===== src/rtl/extbus_pkg.sv =====
package extbus_pkg;

    typedef struct packed {
        logic granted;
        logic grant_n;
        logic drv_en;
    } grant_st_t;

    localparam grant_st_t GRANT_RST = '{granted: 1'b0, grant_n: 1'b1, drv_en: 1'b1};

endpackage


===== src/rtl/extbus_req_sync.sv =====
module extbus_req_sync #(
    parameter int STAGES = 2
) (
    input  logic clk,
    input  logic rst_n,
    input  logic req_n_i,
    output logic req_o
);
    localparam int LAST = STAGES - 1;

    logic [LAST:0] chain_d;
    logic [LAST:0] chain_q;

    // Stage 0 takes the inverted raw pin; each later stage takes the one before it.
    for (genvar i = 0; i < STAGES; i++) begin : g_stage
        if (i == 0) begin : g_head
            always_comb chain_d[i] = ~req_n_i;
        end else begin : g_tail
            always_comb chain_d[i] = chain_q[i-1];
        end
    end

    always_ff @(posedge clk or negedge rst_n) begin
        if (!rst_n) chain_q <= '0;
        else        chain_q <= chain_d;
    end

    assign req_o = chain_q[LAST];

endmodule


===== src/rtl/extbus_grant_ctl.sv =====
module extbus_grant_ctl
    import extbus_pkg::*;
(
    input  logic clk,
    input  logic rst_n,
    input  logic req_i,
    input  logic acc_busy_i,
    input  logic acc_done_i,
    output logic granted_o,
    output logic grant_n_o,
    output logic drv_en_o
);
    grant_st_t st_d;
    grant_st_t st_q;
    logic      bus_free;

    // The bus is free when nothing is busy, or when the busy access ends in this cycle.
    always_comb begin
        bus_free = !acc_busy_i || acc_done_i;
        st_d     = st_q;
        if (st_q.granted) begin
            st_d.granted = req_i;
        end else begin
            st_d.granted = req_i && bus_free;
        end
        st_d.grant_n = !st_d.granted;
        st_d.drv_en  = !st_d.granted;
    end

    always_ff @(posedge clk or negedge rst_n) begin
        if (!rst_n) st_q <= GRANT_RST;
        else        st_q <= st_d;
    end

    assign granted_o = st_q.granted;
    assign grant_n_o = st_q.grant_n;
    assign drv_en_o  = st_q.drv_en;

    // a grant only begins when the bus was free in the previous cycle.
    a_r3_grant_after_access: assert property (@(posedge clk) disable iff (!rst_n)
        $rose(st_q.granted) |-> $past(!acc_busy_i || acc_done_i));

    // a grant only begins if the synchronised request was present.
    a_r2_grant_needs_req: assert property (@(posedge clk) disable iff (!rst_n)
        $rose(st_q.granted) |-> $past(req_i));

    // a dropped request ends the grant on the next edge.
    a_r7_release_next: assert property (@(posedge clk) disable iff (!rst_n)
        (st_q.granted && !req_i) |=> !st_q.granted);

    // Input rule: the sequencer leaves the bus quiet while it is granted.
    a_r4_quiet_when_granted: assert property (@(posedge clk) disable iff (!rst_n)
        st_q.granted |-> !acc_busy_i);

endmodule


===== src/rtl/extbus_core_gate.sv =====
module extbus_core_gate (
    input  logic granted_i,
    input  logic req_i,
    input  logic go_mode_i,
    input  logic core_rst_i,
    input  logic acc_want_i,
    output logic core_halt_o,
    output logic acc_stall_o
);
    logic hold_for_bus;

    always_comb begin
        hold_for_bus = granted_i && (!go_mode_i || acc_want_i);
        core_halt_o  = core_rst_i || hold_for_bus;
        acc_stall_o  = req_i || granted_i;
    end

endmodule


===== src/rtl/extbus_yield_ctrl.sv =====
module extbus_yield_ctrl #(
    parameter int SYNC_STAGES = 2
) (
    input  logic clk,
    input  logic rst_n,
    input  logic bus_req_n,
    input  logic go_mode_i,
    input  logic core_rst_i,
    input  logic acc_busy_i,
    input  logic acc_done_i,
    input  logic acc_want_i,
    output logic bus_grant_n,
    output logic drv_en_o,
    output logic core_halt_o,
    output logic acc_stall_o
);
    logic req_sync;
    logic granted;

    extbus_req_sync #(.STAGES(SYNC_STAGES)) u_sync (
        .clk     (clk),
        .rst_n   (rst_n),
        .req_n_i (bus_req_n),
        .req_o   (req_sync)
    );

    extbus_grant_ctl u_grant (
        .clk        (clk),
        .rst_n      (rst_n),
        .req_i      (req_sync),
        .acc_busy_i (acc_busy_i),
        .acc_done_i (acc_done_i),
        .granted_o  (granted),
        .grant_n_o  (bus_grant_n),
        .drv_en_o   (drv_en_o)
    );

    extbus_core_gate u_gate (
        .granted_i   (granted),
        .req_i       (req_sync),
        .go_mode_i   (go_mode_i),
        .core_rst_i  (core_rst_i),
        .acc_want_i  (acc_want_i),
        .core_halt_o (core_halt_o),
        .acc_stall_o (acc_stall_o)
    );

    // the drivers are off exactly while the grant pin is active.
    a_r9_drv_tracks_grant: assert property (@(posedge clk) disable iff (!rst_n)
        drv_en_o == bus_grant_n);

    // without go mode, a granted bus stops the core.
    a_r5_halt_when_granted: assert property (@(posedge clk) disable iff (!rst_n)
        (!bus_grant_n && !go_mode_i) |-> core_halt_o);

    // in go mode, the core runs while the bus is granted unless it wants the bus.
    a_r6_go_runs: assert property (@(posedge clk) disable iff (!rst_n)
        (!bus_grant_n && go_mode_i && !acc_want_i && !core_rst_i) |-> !core_halt_o);

    // processor reset always stops the core.
    a_r8_reset_halts: assert property (@(posedge clk) disable iff (!rst_n)
        core_rst_i |-> core_halt_o);

    // no new access may start while the bus is granted.
    a_r4_stall_when_granted: assert property (@(posedge clk) disable iff (!rst_n)
        !bus_grant_n |-> acc_stall_o);

endmodule


===== config.mk =====
export PLATFORM = sky130hd
export DESIGN_NAME = extbus_yield_ctrl
export DESIGN_NICKNAME = d
export VERILOG_FILES = /design/src/rtl/extbus_pkg.sv /design/src/rtl/extbus_req_sync.sv /design/src/rtl/extbus_grant_ctl.sv /design/src/rtl/extbus_core_gate.sv /design/src/rtl/extbus_yield_ctrl.sv
export SDC_FILE = /design/constraint.sdc
export NUM_CORES = 1
export LEC_CHECK = 0
export CORE_AREA = 2 2 39 41
export CTS_BUF_LIST = sky130_fd_sc_hd__clkbuf_8
export DETAILED_ROUTE_END_ITERATION = 8
export DIE_AREA = 0 0 41 43
export DONT_BUFFER_PORTS = 1
export PLACE_DENSITY_LB_ADDON = 0.3
export SLEW_MARGIN = 40
export SYNTH_ARGS = -nofsm -noshare
export SYNTH_HDL_FRONTEND = slang
export SYNTH_SLANG_ARGS = --single-unit

===== constraint.sdc =====
create_clock -name clk -period 0.8 [get_ports clk]
set_input_delay 0.12 -clock clk [delete_from_list [all_inputs] [get_ports clk]]
set_output_delay 0.12 -clock clk [all_outputs]
set_load 0.1 [all_outputs]

Word-level counts from Yosys, hierarchy flattened
Index checks and enable logic that the tools add are counted.
{"block": "word_totals", "out_inout_bits": 4, "latch_bits": 0, "ff_bits": 4, "mem_bits_rw": 0, "mem_count": 0, "romBits": 0}
{"block": "classes", "n_reduce_logical": 9, "div_mod_pow": 0, "n_lt_le_gt_ge": 0, "n_mul": 0, "addsub": 0, "shifts": 0, "eq_ne": 0, "bitwise": 1, "mux": 1}
{"operator": "$logic_or A1 B1 Y1", "count": 4}
{"operator": "$logic_not A1 Y1", "count": 3}
{"operator": "$logic_and A1 B1 Y1", "count": 2}
{"operator": "$mux W1", "count": 1}
{"operator": "$not A1 Y1", "count": 1}

Depth between registers and ports, before layout
{"block": "depth", "word_depth": 5, "mapped_depth": 2, "mapped_depth_nobuf": 2}

Cells and area by module
Synthesis repeated with hierarchy kept, for this count alone.
{"block": "unflattened", "hier_cells": 12, "hier_area_um2": 152.6}
{"module": "extbus_grant_ctl", "area_per_inst_um2": 78.8, "instances": 1, "cells_each": 6}
{"module": "extbus_req_sync", "area_per_inst_um2": 53.8, "instances": 1, "cells_each": 3}
{"module": "extbus_core_gate", "area_per_inst_um2": 20.0, "instances": 1, "cells_each": 3}

Least setup slack after synthesis
Ideal clock, no wire load.
{"block": "synth_path", "kind": "reg2out", "startpoint": "register u_grant.st_q, in the netlist u_grant.drv_en_o", "endpoint": "output drv_en_o", "arrival_time_ns": 1.217, "t_required_ns": 0.680, "slack_ns": -0.537, "path_buffers": 1, "stages_incl_launch_ff": 2, "cell_sequence": "dfstp_2 > buf_4"}
{"element": "start: declaration", "line_no": "extbus_grant_ctl.sv:14", "text": "grant_st_t st_q;"}
{"element": "start signal: assignment", "line_no": "extbus_grant_ctl.sv:32", "text": "else st_q <= st_d;"}
{"element": "end: declaration", "line_no": "extbus_yield_ctrl.sv:13", "text": "output logic drv_en_o,"}
No word-level cell between the ends.

Worst setup path after layout
{"block": "layout_path", "startpoint": "register u_grant.st_q, in the netlist u_grant.drv_en_o", "endpoint": "output drv_en_o"}
No word-level cell between the ends.

==> impl_metrics.sql <==
INSERT INTO impl_metrics (metric_group, metric, value, unit) VALUES
('sta', 'final_critical_path_setup_slack', '-397', 'ps'),
('final_layout', 'design.final.nets', '29', ''),
('synth', 'yosysWarnings', '0', ''),
('routing', 'wl_per_cell', '10.5', 'µm'),
('sta', 'fin_crit_sh', '1.50', ''),
('synth', 'syn_nets', '20', ''),
('synth', 'synth.top_cell.area_share', '0.488', ''),
('synth', 'synthDominantAreaCellType', 'dfrtp_1', ''),
('critical_path', 'cp_top_family', 'flip-flops', ''),
('synth', 'synth.top_cells.by_area', 'dfrtp_1, dfstp_2, a21o_2', ''),
('critical_path', 'setup.worst_path.start_class', 'flop', ''),
('sta', 'tns', '-1520', 'ps'),
('critical_path', 'timing.critical_path.slowest_stage_cell', 'dfstp_4', ''),
('clocking', 'tritoncts_num_sinks', '4', ''),
('power_and_ir_drop', 'power_leakage', '0.000130', 'µW'),
('job', 'max_capacitance_violation_count', '0', ''),
('synth', 'synthSimpleGateAreaFrac', '0.0813', ''),
('critical_path', 'critPathMaxStageDelay', '610', 'ps'),
('outcome', 'status', 'complete, but fails checks', ''),
('min_path', 'timing.hold.worst_path_depth', '1', ''),
('synth', 'seq_area_frac_synth', '0.659', ''),
('clocking', 'ctsHtreeMaxLevel', '1', ''),
('sta', 'rsz_0062_raised_after_global_routing', 'true', ''),
('sta', 'finalMaxSlewViolations', '0', ''),
('synth', 'synth_adder_area_share', '0', ''),
('clocking', 'cts-buffers-inserted', '3', ''),
('sta', 'finalHoldWorstSlack', '-39.3', 'ps'),
('floorplanning', 'coreArea', '1380', 'µm²'),
('min_path', 'hold_start', 'acc_done_i', ''),
('clocking', 'clk_path_buf_depth', '2', ''),
('synth', 'yosys.area_share.xor_xnor', '0', ''),
('clocking', 'ctsHoldBuffers', '2', ''),
('final_layout', 'antenna_cells_inserted', '0', ''),
('synth', 'synth_top_family_by_area', 'compound AO/OA/AOI/OAI gates', ''),
('synth', 'syn_area_per_cell', '12.8', 'µm²'),
('synth', 'synth-compound-area-share', '0.163', ''),
('critical_path', 'cp_cell_sequence', 'buf_12', ''),
('clocking', 'ctsRootBufferMaster', 'clkbuf_8', ''),
('sta', 'endpoints_failing_setup', '5', ''),
('synth', 'postSynthRegisterBits', '4', ''),
('floorplanning', 'design.die.area', '1760', 'µm²'),
('sta', 'timing_worst_slew_pin_value', '303', 'ps'),
('critical_path', 'endpoint_of_the_lowest_slack_register_to_register_path', 'u_grant.granted_o$_DFF_PN0_', ''),
('sta', 'finalWorstPathRequiredPeriod', '1200', 'ps'),
('min_path', 'holdCritPathClass', 'primary input to flop', ''),
('clocking', 'clock_edge_transition_at_the_registers_on_the_reported_setup_and_hold_paths', '30', 'ps'),
('power_and_ir_drop', 'power', '833', 'µW'),
('routing', 'totalWireLength', '378', 'µm'),
('grt', 'grt_antenna_before_repair', '0', ''),
('grt', 'grt_pass1_wl', '538', 'µm'),
('grt', 'largest_net_degree_at_the_start_of_global_routing', '5', ''),
('floorplanning', 'dieWidth', '41', 'µm'),
('outcome', 'violated_checks', 'negative hold slack, negative setup slack', ''),
('sta', 'hold_viol', '1', ''),
('final_layout', 'finalInstanceArea', '297', 'µm²'),
('power_and_ir_drop', 'peak_supply_drop', '0.367', 'mV'),
('critical_path', 'required_time_at_the_worst_slack_endpoint', '680', 'ps'),
('synth', 'synth.area.mux_share', '0', ''),
('critical_path', 'worst_setup_end_kind', 'primary output', ''),
('min_path', 'hold-path-endpoint', 'u_grant.drv_en_o$_DFF_PN1_', ''),
('floorplanning', 'placementRows', '14', ''),
('sta', 'timing.clock.skew', '3.55', 'ps'),
('routing', 'number_of_routed_nets_with_antenna_violations', '0', ''),
('routing', 'detailedRoute.firstIterationViolations', '0', ''),
('critical_path', 'worst_ep_arrival_time', '1080', 'ps'),
('critical_path', 'worstPathMaxFanout', '2', ''),
('final_layout', 'drive_above_1_share', '0.500', ''),
('routing', 'routed-via-count', '115', ''),
('grt', 'grt.overflow.total', '0', ''),
('floorplanning', 'ios', '12', ''),
('critical_path', 'timing_worst_setup_path_type', 'flop to primary output', '');
-- Yosys cell counts (all sizes together) --
cell type and instances:
dfrtp 3, inv 2, a21o 1, buf 1
dfstp 1, nand2b 1, o31a 1, o31ai 1
or2 1
-- worst max path at each step --
stage,slack (ps),endpoint,startpoint,depth (start not counted)
after global routing,-420,drv_en_o,u_grant.drv_en_o$_DFF_PN1_,1
after CTS,-410,drv_en_o,u_grant.drv_en_o$_DFF_PN1_,1
after floorplan,-310,drv_en_o,u_grant.drv_en_o$_DFF_PN1_,1
after global placement,-170,bus_grant_n,u_grant.drv_en_o$_DFF_PN1_,1
final,-400,drv_en_o,u_grant.drv_en_o$_DFF_PN1_,1
after detailed placement,-170,drv_en_o,u_grant.drv_en_o$_DFF_PN1_,1
-- metrics by stage --
step	instances	setup WS [ps]
finish	36	-397
global route	36	-415
detailed placement	28	-174
global placement	28	-168
floorplan	12	-313
CTS	35	-408
-- flip-flops by register name, summed over array words and instances (netlist names) --
signal and flops:
u_sync.chain_q 2, u_grant.drv_en_o 1, u_grant.granted_o 1
-- logic make-up after synthesis --
| family | Yosys count |
|---|---|
| and+or+nand+nor | 2 |
| AOI/OAI and AO/OA | 3 |
| DFF | 4 |
| buffers and inverters | 3 |
-- report_power, final --
group / internal, µW / total, µW / switching (µW) / leakage [µW]
logic: 48.5 / 173 / 124 / 0.0000566
registers: 220 / 230 / 9.73 / 0.0000462
clock network: 327 / 431 / 104 / 0.0000269
total: 596 / 833 / 237 / 0.000130
-- layout make-up --
cell class                 count  area (µm²)
sequential                     4         105
multi-input combinational      5        60.1
clock buffer                   3        41.3
timing repair buffer           5        58.8
clock inverter                 1        3.75
inverter                       2        7.51
tap                           16        20.0
fill                         155        1090
-- layer usage --
layer,wire length (µm),GRT usage
met5,0,0
met4,0,0.0600
met3,46,0.0471
met2,212,0.0844
met1,120,0.0356
-- repair_timing --
item	in CTS	in global routing
endpoints found under the hold margin	6	1
buffers inserted	1	2
pin swaps	3	2
resized for setup	3	1
endpoints found under the setup margin	6	6
(Power assumes the default switching activity.)
